**config.mk**
```make
export PLATFORM = sky130hd
export DESIGN_NAME = dlink_irq_ctrl
export DESIGN_NICKNAME = d
export VERILOG_FILES = /design/src/rtl/dlink_irq_pkg.sv /design/src/rtl/dlink_irq_stat_bank.sv /design/src/rtl/dlink_irq_en_reg.sv /design/src/rtl/dlink_irq_gate.sv /design/src/rtl/dlink_irq_ctrl.sv
export SDC_FILE = /design/constraint.sdc
export NUM_CORES = 1
export LEC_CHECK = 0
export ABC_CLOCK_PERIOD_IN_PS = 2400
export CAP_MARGIN = 20
export CORE_ASPECT_RATIO = 0.5
export CORE_MARGIN = 8
export CORE_UTILIZATION = 28
export DETAILED_ROUTE_END_ITERATION = 16
export HOLD_SLACK_MARGIN = 0.12
export PLACE_DENSITY = 0.95
export SETUP_SLACK_MARGIN = 0.05
export SYNTH_ARGS = -nofsm -noshare
export SYNTH_HDL_FRONTEND = slang
export SYNTH_SLANG_ARGS = --single-unit
export TNS_END_PERCENT = 10
```
**constraint.sdc**
```tcl
create_clock -name clk -period 2.4 [get_ports clk]
set_input_delay 0.48 -clock clk [delete_from_list [all_inputs] [get_ports clk]]
set_output_delay 0.48 -clock clk [all_outputs]
set_load 0.02 [all_outputs]
```
**src/rtl/dlink_irq_pkg.sv**
```systemverilog
package dlink_irq_pkg;
  localparam int DATA_W  = 32;
  localparam int NUM_EVT = 5;
  localparam int ADDR_W  = 2;
  localparam int BUSY_POS = DATA_W - 1;

  typedef enum logic [ADDR_W-1:0] {
    ADR_ENABLE = 2'd0,
    ADR_STATUS = 2'd1,
    ADR_ACK    = 2'd2
  } reg_adr_e;
endpackage

```
**src/rtl/dlink_irq_stat_bank.sv**
```systemverilog
module dlink_irq_stat_bank #(
  parameter int N = 5
) (
  input  logic         clk,
  input  logic         rst_n,
  input  logic         wr,
  input  logic [N-1:0] wdata,
  input  logic [N-1:0] wmask,
  input  logic [N-1:0] evt,
  output logic [N-1:0] stat
);
  for (genvar i = 0; i < N; i++) begin : g_bit
    logic clr;
    assign clr = wr & wmask[i] & ~wdata[i];
    always_ff @(posedge clk or negedge rst_n) begin
      if (!rst_n) stat[i] <= 1'b0;
      else        stat[i] <= evt[i] | (stat[i] & ~clr);
    end

    AST_EVENT_SETS: assert property (@(posedge clk) disable iff (!rst_n)
      evt[i] |=> stat[i]);
    AST_CLEAR_HOLDS: assert property (@(posedge clk) disable iff (!rst_n)
      (!evt[i] && clr) |=> !stat[i]);
    AST_UNMASKED_KEPT: assert property (@(posedge clk) disable iff (!rst_n)
      (!evt[i] && !(wr && wmask[i])) |=> $stable(stat[i]));
  end
endmodule

```
**src/rtl/dlink_irq_en_reg.sv**
```systemverilog
module dlink_irq_en_reg #(
  parameter int N = 5
) (
  input  logic         clk,
  input  logic         rst_n,
  input  logic         wr,
  input  logic [N-1:0] wdata,
  input  logic [N-1:0] wmask,
  output logic [N-1:0] en
);
  always_ff @(posedge clk or negedge rst_n) begin
    if (!rst_n)  en <= '0;
    else if (wr) en <= (en & ~wmask) | (wdata & wmask);
  end

  AST_EN_IDLE: assert property (@(posedge clk) disable iff (!rst_n)
    !wr |=> $stable(en));
endmodule

```
**src/rtl/dlink_irq_gate.sv**
```systemverilog
module dlink_irq_gate #(
  parameter int N = 5
) (
  input  logic         clk,
  input  logic         rst_n,
  input  logic [N-1:0] stat,
  input  logic [N-1:0] en,
  input  logic         ack_req,
  output logic         irq_n,
  output logic         rack
);
  logic pend;
  assign pend = |(stat & en);

  always_ff @(posedge clk or negedge rst_n) begin
    if (!rst_n) begin
      irq_n <= 1'b1;
      rack  <= 1'b0;
    end else begin
      irq_n <= ~pend;
      rack  <= ack_req;
    end
  end

  AST_IRQ_ASSERTS: assert property (@(posedge clk) disable iff (!rst_n)
    pend |=> !irq_n);
  AST_IRQ_RELEASES: assert property (@(posedge clk) disable iff (!rst_n)
    !pend |=> irq_n);
  AST_RACK_PULSE: assert property (@(posedge clk) disable iff (!rst_n)
    ack_req |=> rack);
  AST_RACK_QUIET: assert property (@(posedge clk) disable iff (!rst_n)
    !ack_req |=> !rack);
endmodule

```
**src/rtl/dlink_irq_ctrl.sv**
```systemverilog
module dlink_irq_ctrl
  import dlink_irq_pkg::*;
(
  input  logic              clk,
  input  logic              rst_n,
  input  logic              reg_we,
  input  logic [ADDR_W-1:0] reg_addr,
  input  logic [DATA_W-1:0] reg_wdata,
  input  logic [DATA_W-1:0] reg_wmask,
  output logic [DATA_W-1:0] reg_rdata,
  input  logic [NUM_EVT-1:0] evt_i,
  input  logic              busy_i,
  output logic              irq_n,
  output logic              rack_o
);
  logic [NUM_EVT-1:0] stat, en;
  logic wr_stat, wr_en, ack_req;
  logic unused_bits;

  assign wr_stat = reg_we && (reg_addr == ADR_STATUS);
  assign wr_en   = reg_we && (reg_addr == ADR_ENABLE);
  assign ack_req = reg_we && (reg_addr == ADR_ACK) && reg_wdata[0] && reg_wmask[0];
  assign unused_bits = ^{reg_wdata[DATA_W-1:NUM_EVT], reg_wmask[DATA_W-1:NUM_EVT]};

  dlink_irq_stat_bank #(.N(NUM_EVT)) u_stat (
    .clk(clk), .rst_n(rst_n), .wr(wr_stat),
    .wdata(reg_wdata[NUM_EVT-1:0]), .wmask(reg_wmask[NUM_EVT-1:0]),
    .evt(evt_i), .stat(stat));

  dlink_irq_en_reg #(.N(NUM_EVT)) u_en (
    .clk(clk), .rst_n(rst_n), .wr(wr_en),
    .wdata(reg_wdata[NUM_EVT-1:0]), .wmask(reg_wmask[NUM_EVT-1:0]),
    .en(en));

  dlink_irq_gate #(.N(NUM_EVT)) u_gate (
    .clk(clk), .rst_n(rst_n), .stat(stat), .en(en),
    .ack_req(ack_req), .irq_n(irq_n), .rack(rack_o));

  always_comb begin
    reg_rdata = '0;
    case (reg_addr)
      ADR_ENABLE: reg_rdata[NUM_EVT-1:0] = en;
      ADR_STATUS: begin
        reg_rdata[NUM_EVT-1:0] = stat;
        reg_rdata[BUSY_POS]    = busy_i;
      end
      default: reg_rdata = '0;
    endcase
  end

  AST_EVT_VISIBLE: assert property (@(posedge clk) disable iff (!rst_n)
    (|evt_i) |=> (|stat));
endmodule

```
Word-level counts from Yosys, hierarchy flattened
Cells that the tools add are included.

Reductions and logical operators: 7. Mux-type cells: 2. Bitwise operators: 36. Eq/ne operators: 2.

Operators by type and width (count): bitwise AND 1 bit (15); bitwise AND 5 bit (3); inverter 1 bit (11); one-hot mux 5 bit (2 select lines) (1); logical AND 1 bit (5); inverter 5 bit (1); OR 1 bit (5); OR 5 bit (1); OR reduction 5 bit (1); == test 2 x 1 -> 1 bit, second input constant (1); == test 2 bit, second input constant (1); zero test 2 bit (1); two-way mux 1 bit (1).

Output and inout bits: 34. Register bits: 12. Input port bits: 75.

Depth between registers and ports, before layout
Depth after elaboration: 7. Mapped depth: 3. Depth with buffers taken out: 2.

Hierarchy
Synthesis repeated with hierarchy kept, for this count alone.

Cells, all modules: 85. Area, all modules: 824.5 µm².

By module, submodules not included: dlink_irq_ctrl (cells each 45, area each 335.3 µm², sequential area each 0.0 µm², times used 1); dlink_irq_en_reg (cells each 15, area each 219.0 µm², sequential area each 125.1 µm², times used 1); dlink_irq_stat_bank (cells each 19, area each 195.2 µm², sequential area each 125.1 µm², times used 1); dlink_irq_gate (cells each 6, area each 75.1 µm², sequential area each 51.3 µm², times used 1).

Least setup slack after synthesis
Ideal clock, no wire load.

Path kind: in2out. Start: in reg_addr[0]. End: out reg_rdata[1]. Arrival: 1009 ps. Cell stages on the path: 3. Path buffers: 1. Slack: 911 ps. Cells stage by stage: buf_6 > mux2i_1 > nor2_1.

Word-level cells in the longest chain between the ends: 2. Elaborated cells between the ends (all ways): 3. Classes of those cells: 1 x eq/ne; 1 x mux; 1 x reduce/logical.

Ends and longest elaborated chain: from (decl) (line dlink_irq_ctrl.sv:7) `input logic [ADDR_W-1:0] reg_addr,`; == test 2 x 1 -> 1 bit or zero test 2 bit (tied branches) (line dlink_irq_ctrl.sv:41) `case (reg_addr)`; one-hot mux 5 bit (2 select lines) (*) (line dlink_irq_ctrl.sv:41); to (decl) (line dlink_irq_ctrl.sv:10) `output logic [DATA_W-1:0] reg_rdata,`.

Mark *: on every way between the ends. The rest lies on a longest branch, timed or not.

Worst setup path after layout
Start: in reg_addr[0]. End: out reg_rdata[0].

Same word-level chain as after synthesis.

==> results.json <==
{
  "leakagePower_nw": 0.5278,
  "insertedDiodeCount": 0,
  "fmaxAchievable_ghz": 0.4555,
  "wl_per_cell_um": 13.28,
  "clk-insertion-delay-late_ps": 240,
  "post_cts_resized": 6,
  "dp.cells": 153,
  "floorplan.die_area_um2": 5259,
  "timing.critical_path.required_ps": 1920,
  "dominantRegCellSynth": "dfrtp_1",
  "crit_path_max_fanout": 13,
  "placementRows": 14,
  "max_cap_violations": 0,
  "multi_input_area_um2": 445.4,
  "postRouteWirelength_mm": 2.085,
  "area_growth_syn_to_layout_pct": 32.90,
  "wire_length_of_the_first_global_routing_pass_mm": 3.305,
  "post-cts-setup-buffers": 0,
  "vias": 645,
  "final_area_um2": 1157,
  "first_global_vias": 678,
  "drv_slew": 0,
  "status": "complete, no violations",
  "worst-slew-pin-transition_ps": 527.0,
  "layout_worst_path_cycle_share_pct": 91.47,
  "most_common_library_cells_after_synthesis": "buf_4, dfrtp_1, nor2_1",
  "setup_viol_count_final": 0,
  "port_buffers": 28,
  "rel_slew_slack_pct": 64.76,
  "ys_seq_elements": 12,
  "synth_area_leaders": "dfrtp_1, buf_4, mux2i_1, nor4bb_4, nor3b_1",
  "track_usage_pct": 8.171,
  "dr.pass1.iters": 4,
  "viasPerCell": 4.108,
  "layout.nets": 193,
  "power_density_over_the_cells_nw_per_um2": 528.2,
  "postPlaceCellArea_um2": 1120,
  "ff2ff_path_depth": 2,
  "n_fill_cell": 282,
  "final_critical_path_time_including_i_o_delays_and_setup_ps": 2195,
  "cts_inserted_buffers": 3,
  "synth.top_cell.area_share_pct": 31.61,
  "clock_tree.root_cell": "clkbuf_8",
  "fraction_of_layout_cells_with_a_size_suffix_above_1_pct": 13.68,
  "number_of_warnings_issued_by_yosys": 0,
  "cts_max_path_buffers": 2,
  "gp_congestion": 0.7579,
  "hold_depth": 1,
  "detail-route-antenna-nets": 0,
  "hold_viol": 0,
  "power.share.clock_pct": 30.3,
  "p_int_w": 0.0004277,
  "tritoncts": "yes",
  "synth_cells": 84,
  "seqCellArea_um2": 301.5,
  "final.setup_skew_ps": 2.378,
  "antenna_violations_before_repair": 0,
  "crit_path_arrival_time_ps": 1720,
  "sw_frac_of_total_pct": 30.04,
  "path_class": "in -> out",
  "grt_max_degree": 14,
  "detailed_place_hpwl_mm": 1.748,
  "synth_enable_flop_cells": 0,
  "min_path_type": "reg -> reg",
  "asyncSetResetFlopFracSynth_pct": 100.0,
  "floorplan.die.height_um": 55.44,
  "setup.worst_path.start_class": "primary input",
  "floorplan.initialDensity_pct": 29.24,
  "syn-mean-instance-area_um2": 10.37,
  "io_pins": 109,
  "post-route-drc-count": 0,
  "dr.first_iter.drc_count": 19,
  "ctsHtreeMaxLevel": 1,
  "cell_variety_after_synth": 18,
  "p_sw_w": 0.0001836,
  "rsz0062_at_grt": "false",
  "leading_cell_type_by_number_of_instances_after_synthesis": "buf_4",
  "cts_stage_hold_buffer_count": 0,
  "cts.reportedPaths.clkPinSlew_ps": 50,
  "synth_sequential_area_ratio_pct": 34.63,
  "timing.critical_path.to_type": "primary output",
  "synth_top_cell_by_area": "dfrtp_1",
  "worst_ir_drop_on_vdd_mv": 0.2318,
  "final_cells": 157,
  "core-area_um2": 2978,
  "global_route.overflow_total": 0,
  "post_synth_instance_area_um2": 870.8,
  "power.sequential.fraction_pct": 40.0,
  "share_comb_of_total_power_pct": 29.8,
  "die-width_um": 94.87,
  "cts_sinks": 12
}
[routing by layer]
metal	track usage [%]	share of wire, %
met2	14.57	55
met1	7.987	33
met4	4.626	2.1
met3	2.961	9.7
met5	0	0
[cells in the final DEF (no fill, tap or decap)]
master and count:
clkbuf_8 3, nor4bb_4 2, mux2_2 3, dfrtp_1 11
and3_1 1, buf_4 3, a222oi_1 1, dfstp_2 1
a21oi_1 5, and4bb_2 3, dlygate4sd2_1 6, mux2_1 2
clkdlybuf4s50_1 22, conb_1 26, and3b_1 2, clkbuf_1 1
nor3b_1 6, nand2_1 2, mux2i_1 5, nand3_1 1
buf_12 1, nor2_1 10
[layout make-up]
cell class	count	share of cell area [%]
multi-input cells	69	38.49
repair buffers	32	27.24
flip-flops and latches	12	26.05
well taps	40	4.324
clock buffers	4	3.892
[worst max-delay path, stage by stage]
cell             delay [ps]
clkdlybuf4s50_1         510
buf_12                  160
mux2i_1                 190
nor2_1                   60
dlygate4sd2_1           320
[per-stage QoR]
stage                     setup slack [ps]  utilization (%)  TNS (ps)  total power (W)  hold slack [ps]
after floorplan                      911.0                -         0        0.0003830            184.4
after global placement              -19.21            37.61    -29.67        0.0004285            497.2
after detailed placement            -20.10            37.61    -62.58        0.0004348            534.1
after CTS                            200.8            38.87         0        0.0006182            542.4
after global routing                 124.1            38.87         0        0.0006471            556.7
final                                204.7            38.87         0        0.0006113            543.9
[kinds of logic (layout without fill, tap and decap cells)]
group / Yosys count / after routing / share of synthesized area (%)
compound gates: 6 / 6 / 4.023
flops: 12 / 12 / 34.63
mux: 10 / 10 / 12.21
buf+inv: 28 / 36 / 25.00
simple gates: 27 / 27 / 23.71
other cells: 1 / 26 / 0.4306
[power groups by stage]
stage	registers, W	clock network [W]	logic (W)
finish	0.000244	0.000185	0.000182
global route	0.000247	0.000204	0.000196
CTS	0.000244	0.000193	0.000181
detailed placement	0.000247	0	0.000188
global placement	0.000245	0	0.000184
floorplan	0.000245	0	0.000138
[path summary, 6_finish.rpt]
| kind | from | endpoint | slack (ps) |
|---|---|---|---|
| worst min-delay path | flop | flop | 540 |
| max in group asynchronous | rst_n | u_gate.irq_n | 1450 |
| worst max-delay path | reg_addr[0] | reg_rdata[0] | 200 |
| min in group asynchronous | rst_n | u_stat.stat[2] | 590 |
| worst min register to register | flop | flop | 540 |
| worst max register to register | flop | u_gate.irq_n | 1390 |
Note: power is estimated with default switching activity, not from simulation.
